==> config.mk <==
export PLATFORM = sky130hd
export DESIGN_NAME = pwr_mode_ctrl
export DESIGN_NICKNAME = d
export VERILOG_FILES = /design/src/rtl/pmc_pkg.sv /design/src/rtl/pmc_mode_decode.sv /design/src/rtl/pmc_relock_timer.sv /design/src/rtl/pmc_fsm.sv /design/src/rtl/pwr_mode_ctrl.sv
export SDC_FILE = /design/constraint.sdc
export NUM_CORES = 1
export LEC_CHECK = 0
export ABC_AREA = 1
export BUFFER_PORTS_ARGS = -buffer_cell sky130_fd_sc_hd__buf_2
export CAP_MARGIN = 20
export CORE_ASPECT_RATIO = 1.5
export CORE_MARGIN = 5
export CORE_UTILIZATION = 35
export DETAILED_ROUTE_END_ITERATION = 12
export GPL_TIMING_DRIVEN = 1
export SLEW_MARGIN = 30
export SYNTH_ARGS = -nofsm -noshare
export SYNTH_HDL_FRONTEND = slang
export SYNTH_HIERARCHICAL = 1
export SYNTH_SLANG_ARGS = --single-unit
==> constraint.sdc <==
create_clock -name clk -period 3.55 [get_ports clk]
set_clock_uncertainty 0.15 [all_clocks]
set_input_delay 0.71 -clock clk [delete_from_list [all_inputs] [get_ports clk]]
set_output_delay 0.71 -clock clk [all_outputs]
set_load 0.05 [all_outputs]
==> src/rtl/pmc_pkg.sv <==
package pmc_pkg;

  typedef enum logic [2:0] {
    PMC_FULL    = 3'd0,
    PMC_DOZE    = 3'd1,
    PMC_NAP     = 3'd2,
    PMC_SLEEP   = 3'd3,
    PMC_QUIESCE = 3'd4,
    PMC_RELOCK  = 3'd5
  } pmc_state_e;

  localparam int MODE_W = 3;

  // Relock wait in reference-clock cycles, never below one.
  function automatic int relock_cycles(input int mhz, input int us);
    int c;
    c = mhz * us;
    return (c < 1) ? 1 : c;
  endfunction

  function automatic logic is_one_hot(input logic [MODE_W-1:0] m);
    return (m != '0) && ((m & (m - 1'b1)) == '0);
  endfunction

  function automatic logic core_clock_on(input pmc_state_e s);
    return (s == PMC_FULL) || (s == PMC_QUIESCE);
  endfunction

  function automatic logic snoop_clock_on(input pmc_state_e s);
    return (s == PMC_FULL) || (s == PMC_QUIESCE) || (s == PMC_DOZE);
  endfunction

endpackage

==> src/rtl/pmc_mode_decode.sv <==
module pmc_mode_decode
  import pmc_pkg::*;
(
  input  logic [MODE_W-1:0] mode_cfg,
  output logic              mode_valid,
  output logic              mode_doze,
  output pmc_state_e        deep_target
);
  always_comb begin
    mode_valid  = is_one_hot(mode_cfg);
    mode_doze   = mode_cfg[0];
    deep_target = mode_cfg[2] ? PMC_SLEEP : PMC_NAP;
  end
endmodule

==> src/rtl/pmc_relock_timer.sv <==
module pmc_relock_timer #(
  parameter int LIMIT = 1
) (
  input  logic clk,
  input  logic rst_n,
  input  logic run,
  output logic done
);
  localparam int CW = $clog2(LIMIT + 1);
  localparam logic [CW-1:0] LAST = CW'(LIMIT - 1);

  logic [CW-1:0] cnt;

  always_ff @(posedge clk or negedge rst_n) begin
    if (!rst_n)   cnt <= '0;
    else if (run) cnt <= cnt + 1'b1;
    else          cnt <= '0;
  end

  assign done = run && (cnt == LAST);
endmodule

==> src/rtl/pmc_fsm.sv <==
module pmc_fsm
  import pmc_pkg::*;
(
  input  logic       clk,
  input  logic       rst_n,
  input  logic       soft_rst,
  input  logic       wake_any,
  input  logic       pow_en,
  input  logic       mode_valid,
  input  logic       mode_doze,
  input  pmc_state_e deep_target,
  input  logic       bus_busy,
  input  logic       pll_stopped,
  input  logic       relock_done,
  output pmc_state_e state
);
  pmc_state_e nxt, tgt, tgt_nxt;

  always_comb begin
    nxt     = state;
    tgt_nxt = tgt;
    if (soft_rst) begin
      nxt = PMC_FULL;
    end else begin
      unique case (state)
        PMC_FULL: if (pow_en && mode_valid && !wake_any) begin
          if (mode_doze) nxt = PMC_DOZE;
          else begin
            nxt     = PMC_QUIESCE;
            tgt_nxt = deep_target;
          end
        end
        PMC_QUIESCE: if (wake_any) nxt = PMC_FULL;
                     else if (!bus_busy) nxt = tgt;
        PMC_DOZE, PMC_NAP: if (wake_any) nxt = PMC_FULL;
        PMC_SLEEP: if (wake_any) nxt = pll_stopped ? PMC_RELOCK : PMC_FULL;
        PMC_RELOCK: if (relock_done) nxt = PMC_FULL;
        default: nxt = PMC_FULL;
      endcase
    end
  end

  always_ff @(posedge clk or negedge rst_n) begin
    if (!rst_n) begin
      state <= PMC_FULL;
      tgt   <= PMC_NAP;
    end else begin
      state <= nxt;
      tgt   <= tgt_nxt;
    end
  end
endmodule

==> src/rtl/pwr_mode_ctrl.sv <==
module pwr_mode_ctrl
  import pmc_pkg::*;
#(
  parameter int CLK_MHZ   = 100,
  parameter int RELOCK_US = 100
) (
  input  logic       clk,
  input  logic       rst_n,
  input  logic       soft_rst,
  input  logic [2:0] mode_cfg,
  input  logic       pow_set,
  input  logic       bus_busy,
  input  logic       wake_int,
  input  logic       wake_smi,
  input  logic       wake_mcp,
  input  logic       pll_stopped,
  output logic       pow_en,
  output logic       core_clk_en,
  output logic       snoop_clk_en,
  output logic       quiesce_req,
  output logic       pll_may_stop,
  output logic [2:0] status
);
  localparam int RELOCK_CYC = relock_cycles(CLK_MHZ, RELOCK_US);

  logic       wake_any;
  logic       mode_valid, mode_doze, relock_done;
  pmc_state_e deep_target, state;

  assign wake_any = wake_int | wake_smi | wake_mcp;

  // Wake and soft reset take priority over the set pulse.
  always_ff @(posedge clk or negedge rst_n) begin
    if (!rst_n)                   pow_en <= 1'b0;
    else if (soft_rst || wake_any) pow_en <= 1'b0;
    else if (pow_set)             pow_en <= 1'b1;
  end

  pmc_mode_decode u_dec (
    .mode_cfg   (mode_cfg),
    .mode_valid (mode_valid),
    .mode_doze  (mode_doze),
    .deep_target(deep_target)
  );

  pmc_relock_timer #(.LIMIT(RELOCK_CYC)) u_tmr (
    .clk  (clk),
    .rst_n(rst_n),
    .run  (state == PMC_RELOCK),
    .done (relock_done)
  );

  pmc_fsm u_fsm (
    .clk        (clk),
    .rst_n      (rst_n),
    .soft_rst   (soft_rst),
    .wake_any   (wake_any),
    .pow_en     (pow_en),
    .mode_valid (mode_valid),
    .mode_doze  (mode_doze),
    .deep_target(deep_target),
    .bus_busy   (bus_busy),
    .pll_stopped(pll_stopped),
    .relock_done(relock_done),
    .state      (state)
  );

  assign core_clk_en  = core_clock_on(state);
  assign snoop_clk_en = snoop_clock_on(state);
  assign quiesce_req  = (state == PMC_QUIESCE);
  assign pll_may_stop = (state == PMC_SLEEP);
  assign status       = state;
endmodule

# After elaboration in Yosys (flattened, before gate mapping)
# Cells that the tools add are included.
# Widths: inputs -> output; s select.
totals:
  regBits: 21
  latch_bits: 0
  mem_bits_rw: 0
  rom_bits: 0
  output_inout_bits: 8
  memories: 0
classes:
  add_sub_neg: 2
  n_mul: 0
  div_mod_pow: 0
  order_cmp: 0
  eq_ne: 11
  shifts: 0
  mux: 14
  bitwise: 5
  reduce_logical: 15
ops:
  columns: ["op", "count"]
  rows:
  - ["$mux 3", 9]
  - ["$pmux 3 s5", 1]
  - ["$add 14x1->14 const B", 1]
  - ["$eq 14x14->1 const B", 1]
  - ["$mux 14", 1]
  - ["$ne 3x2->1 const B", 3]
  - ["$eq 3x2->1 const B", 2]
  - ["$eq 3x3->1 const B", 2]
  - ["$logic_not 3->1", 2]
  - ["$reduce_and 5->1", 1]
  - ["$logic_and 1x1->1", 4]
  - ["$ne 4x3->1 const B", 1]
  - ["$reduce_and 4->1", 1]
  - ["$and 3x3->3", 1]
  - ["$eq 3x1->1 const B", 1]
  - ["$logic_or 1x1->1", 3]
  - ["$mux 1", 3]
  - ["$ne 3x3->1 const B", 1]
  - ["$reduce_bool 3->1", 1]
  - ["$sub 3x1->3 const B", 1]
  - ["$not 1->1", 2]
  - ["$or 1x1->1", 2]
  - ["$reduce_bool 2->1", 1]
  - ["$reduce_or 2->1", 1]
  - ["$logic_not 1->1", 1]

# Longest topological paths before layout
depth:
  word_depth: 9
  mapped_depth: 13
  depth_no_buf: 13

# Cells and area by module
# Netlist, hierarchy kept.
by_module_without_submodules:
  columns: ["mod", "instances", "cells_each", "area_per_inst_um2", "seq_area_each_um2"]
  rows:
  - ["pmc_relock_timer", 1, 106, 778.2, 350.3]
  - ["pmc_fsm", 1, 65, 419.2, 151.4]
  - ["pwr_mode_ctrl", 1, 14, 85.1, 25.0]
  - ["pmc_mode_decode", 1, 16, 76.3, 0.0]

# Worst setup path after synthesis
# Ideal clock, no wire load.
synth_timing:
  path_type: "flip-flop to output port"
  from: "reg u_fsm.state[0]"
  to: "out pll_may_stop"
  arrival_ns: 1.557
  t_required_ns: 2.690
  slack_ns: 1.133
  path_stages_with_launch: 3
  path_buffers: 0
  cell_sequence: "dfrtp_1 > nand2_1 > nor2_1"
synth_between:
  elab_chain_len: 1
synth_lines:
  columns: ["item", "line", "text"]
  rows:
  - ["start, declared", "pmc_fsm.sv:15", "output pmc_state_e state"]
  - ["start signal, assigned", "pmc_fsm.sv:48", "state <= nxt;"]
  - ["$eq 3x2->1", "pwr_mode_ctrl.sv:71", "assign pll_may_stop = (state == PMC_SLEEP);"]
  - ["end, declared", "pwr_mode_ctrl.sv:21", "output logic pll_may_stop,"]
# Every way passes these cells.

# Final worst setup path
# Ends and elaborated chain as after synthesis.

==> metrics.txt <==
outcome completed; synthesis-to-layout area growth 11.5%; final-report setup violation count 0; maxcap violations 0; die area 5250 um2; met2 routed WL roughly 1500 um; crit path DAT 1280 ps; CP Max Fanout 10; Power Total between 0.5 and 0.6 mW; Port Buf Inserts 19; CTS tree yes; synth warn 6; DRT antenna net count 0; antenna cells 0; Tcrit/Tclk final 60.2%; Least-Margin Pin Slew about 600 ps; Hold Fails Final Rpt 0; gp weighted congestion 0.782; largest net degree at the start of global routing 22; fin worst setup slack ~1400 ps; first-pass GRT wire length between 4000 and 5000 um; First-pass DRT Iterations 4; library cells used by synthesis 23; Synth Cell Area approximately 1400 um2; sequential area share after synthesis around 39%; syn_nets 215; NumNets Final between 200 and 250; worst vdd rail ir drop between 0.0001 and 0.00015 V; routed length per instance ~10 um; PwrDens ~380 nW/um2; Worst setup EP type primary output; Synth Flop Type dfrtp_1; Avg Inst Size Synth 6.76 um2; Ports 20; Gate Count Post-Synth approximately 200; CTS Hold Bufs 0; Die Y 86.3 um; RSZ-0062 raised after global routing false; postcts setup bufs 0; startpoint types flop; Max Fclk around 0.47 GHz; DRC 0; DP Wirelength roughly 2200 um; Std-Cell Rows 27; Crit Path Category flop to primary output; met1 WL around 1100 um; root buf cell clkbuf_8; die width slightly above 60 um; min Tclk post-route ~2100 ps; cts repair resizes 0; Leak roughly 0.74 nW; vias in the first global route 1,204; placed cells approximately 260; core area ~3700 um2; post-route insts no fill 262; CTS max path bufs 2; Worst-Skew Late Latency 260 ps; clk slew on worst S/H paths 80 ps; total negative slack 0 ps; Initial Util a little over a third; Post-synth EDFFs 0; fraction of registers with async set/reset 100%; CTS HTree Levels 1; initial antenna violation count 0; Met3 Wirelength ~63 um; GRT overflow 0; CTS buffer count 3; GRT Util Overall between 10% and 20%; via count ~1,200; Hold Crit Class input pin to asynchronous set/reset pin; CTS sink cnt 21; post-synthesis register bit count 21; wirelength, routed between 2000 and 3000 um; pre-CTS setup slack 1440 ps; top layer in use met4; Worst EP required 2690 ps; Iteration-0 DRC Markers 25; DR vias/cell 4.61; share of post-route cells with drive strength above 1 18.3%; Rel. slew slack 58.8%; final slew viol count 0
[logic make-up after synthesis]
group                    after synthesis  share of synthesized area (%)
adder cells (fa/ha/maj)                2                           1.84
XOR/XNOR                               1                          0.645
other                                  2                          0.553
flip-flops                            21                           38.8
AO/OA/AOI/OAI                         17                           6.45
buffers and inverters                 32                           10.2
AND/OR/NAND/NOR                      126                           41.5
[path summary, 6_finish.rpt]
path | slack (ps) | endpoint | cells past startpoint | start
setup / recovery | 1410 | pll_may_stop | 3 | u_fsm/state[0]
hold / removal | 250 | u_tmr/cnt[8] | 1 | rst_n
setup reg to reg | 1440 | u_fsm/state[0] | 9 | u_fsm/state[0]
hold reg to reg | 330 | u_fsm/tgt[1] | 2 | u_fsm/tgt[1]
max in group asynchronous | 2650 | u_fsm/tgt[1] | 1 | rst_n
min in group clk | 330 | u_fsm/tgt[1] | 2 | u_fsm/tgt[1]
[routing by layer]
layer / GRT usage [%] / vias up
li1: - / 655
met1: 11.4 / 540
met2: 22.5 / 11
met3: 1.34 / 2
met4: 4.73 / 0
met5: 0 / -
[critical path, cell delays in order (launching register included)]
cell and delay, ps:
dfrtp_1 560, nand2_1 100, nor2_1 90, buf_2 270
[Yosys cell counts, types with 3 or more instances]
| cell | number | area (um2) |
|---|---|---|
| o21ai_1 | 3 | 15.0 |
| a21oi_1 | 7 | 35.0 |
| nand3_2 | 3 | 30.0 |
| nand2_2 | 4 | 25.0 |
| nand2_1 | 55 | 206 |
| nand4_1 | 6 | 37.5 |
| nor2_1 | 38 | 143 |
| nor2_2 | 6 | 37.5 |
| inv_1 | 25 | 93.8 |
| o21ai_0 | 6 | 30.0 |
| buf_4 | 5 | 37.5 |
| nand3_1 | 9 | 45.0 |
| dfrtp_1 | 20 | 500 |
[where the power goes]
group | total, mW | internal, mW | switching [mW]
logic | 0.153 | 0.0423 | 0.111
clock network | 0.153 | 0.0798 | 0.0737
registers | 0.266 | 0.247 | 0.0195
total | 0.573 | 0.369 | 0.204
[flip-flops by register name, indices dropped and copies added (netlist names)]
signal	flops
pow_en	1
u_fsm/state	3
u_fsm/tgt	3
u_tmr/cnt	14
[cells in the final DEF, fill, tap and decap left out, types with 3 or more instances in the layout]
| cell | instances |
|---|---|
| a21oi_1 | 7 |
| buf_2 | 19 |
| clkbuf_8 | 3 |
| dfrtp_1 | 20 |
| inv_1 | 25 |
| nand2_1 | 55 |
| nand2_2 | 4 |
| nand3_1 | 9 |
| nand3_2 | 3 |
| nand4_1 | 6 |
| nor2_1 | 38 |
| nor2_2 | 6 |
| o21ai_0 | 6 |
| o21ai_1 | 3 |
[area by class of cell]
| cell class | count | area [um2] |
|---|---|---|
| Tap cell | 43 | 53.8 |
| Fill cell | 408 | 2200 |
| Sequential cell | 21 | 527 |
| Timing Repair Buffer | 19 | 95.1 |
| Inverter | 27 | 101 |
| Multi-Input combinational cell | 148 | 693 |
| Clock buffer | 4 | 45.0 |
[through the flow]
stage	utilization [%]	instance area (um2)	hold slack (ps)
after floorplan	-	1360	264
after global placement	39.6	1470	318
after detailed placement	39.6	1470	321
after CTS	40.8	1520	260
final	40.8	1520	248
after global routing	40.8	1520	287
Note: power is estimated with default switching activity, not from simulation.
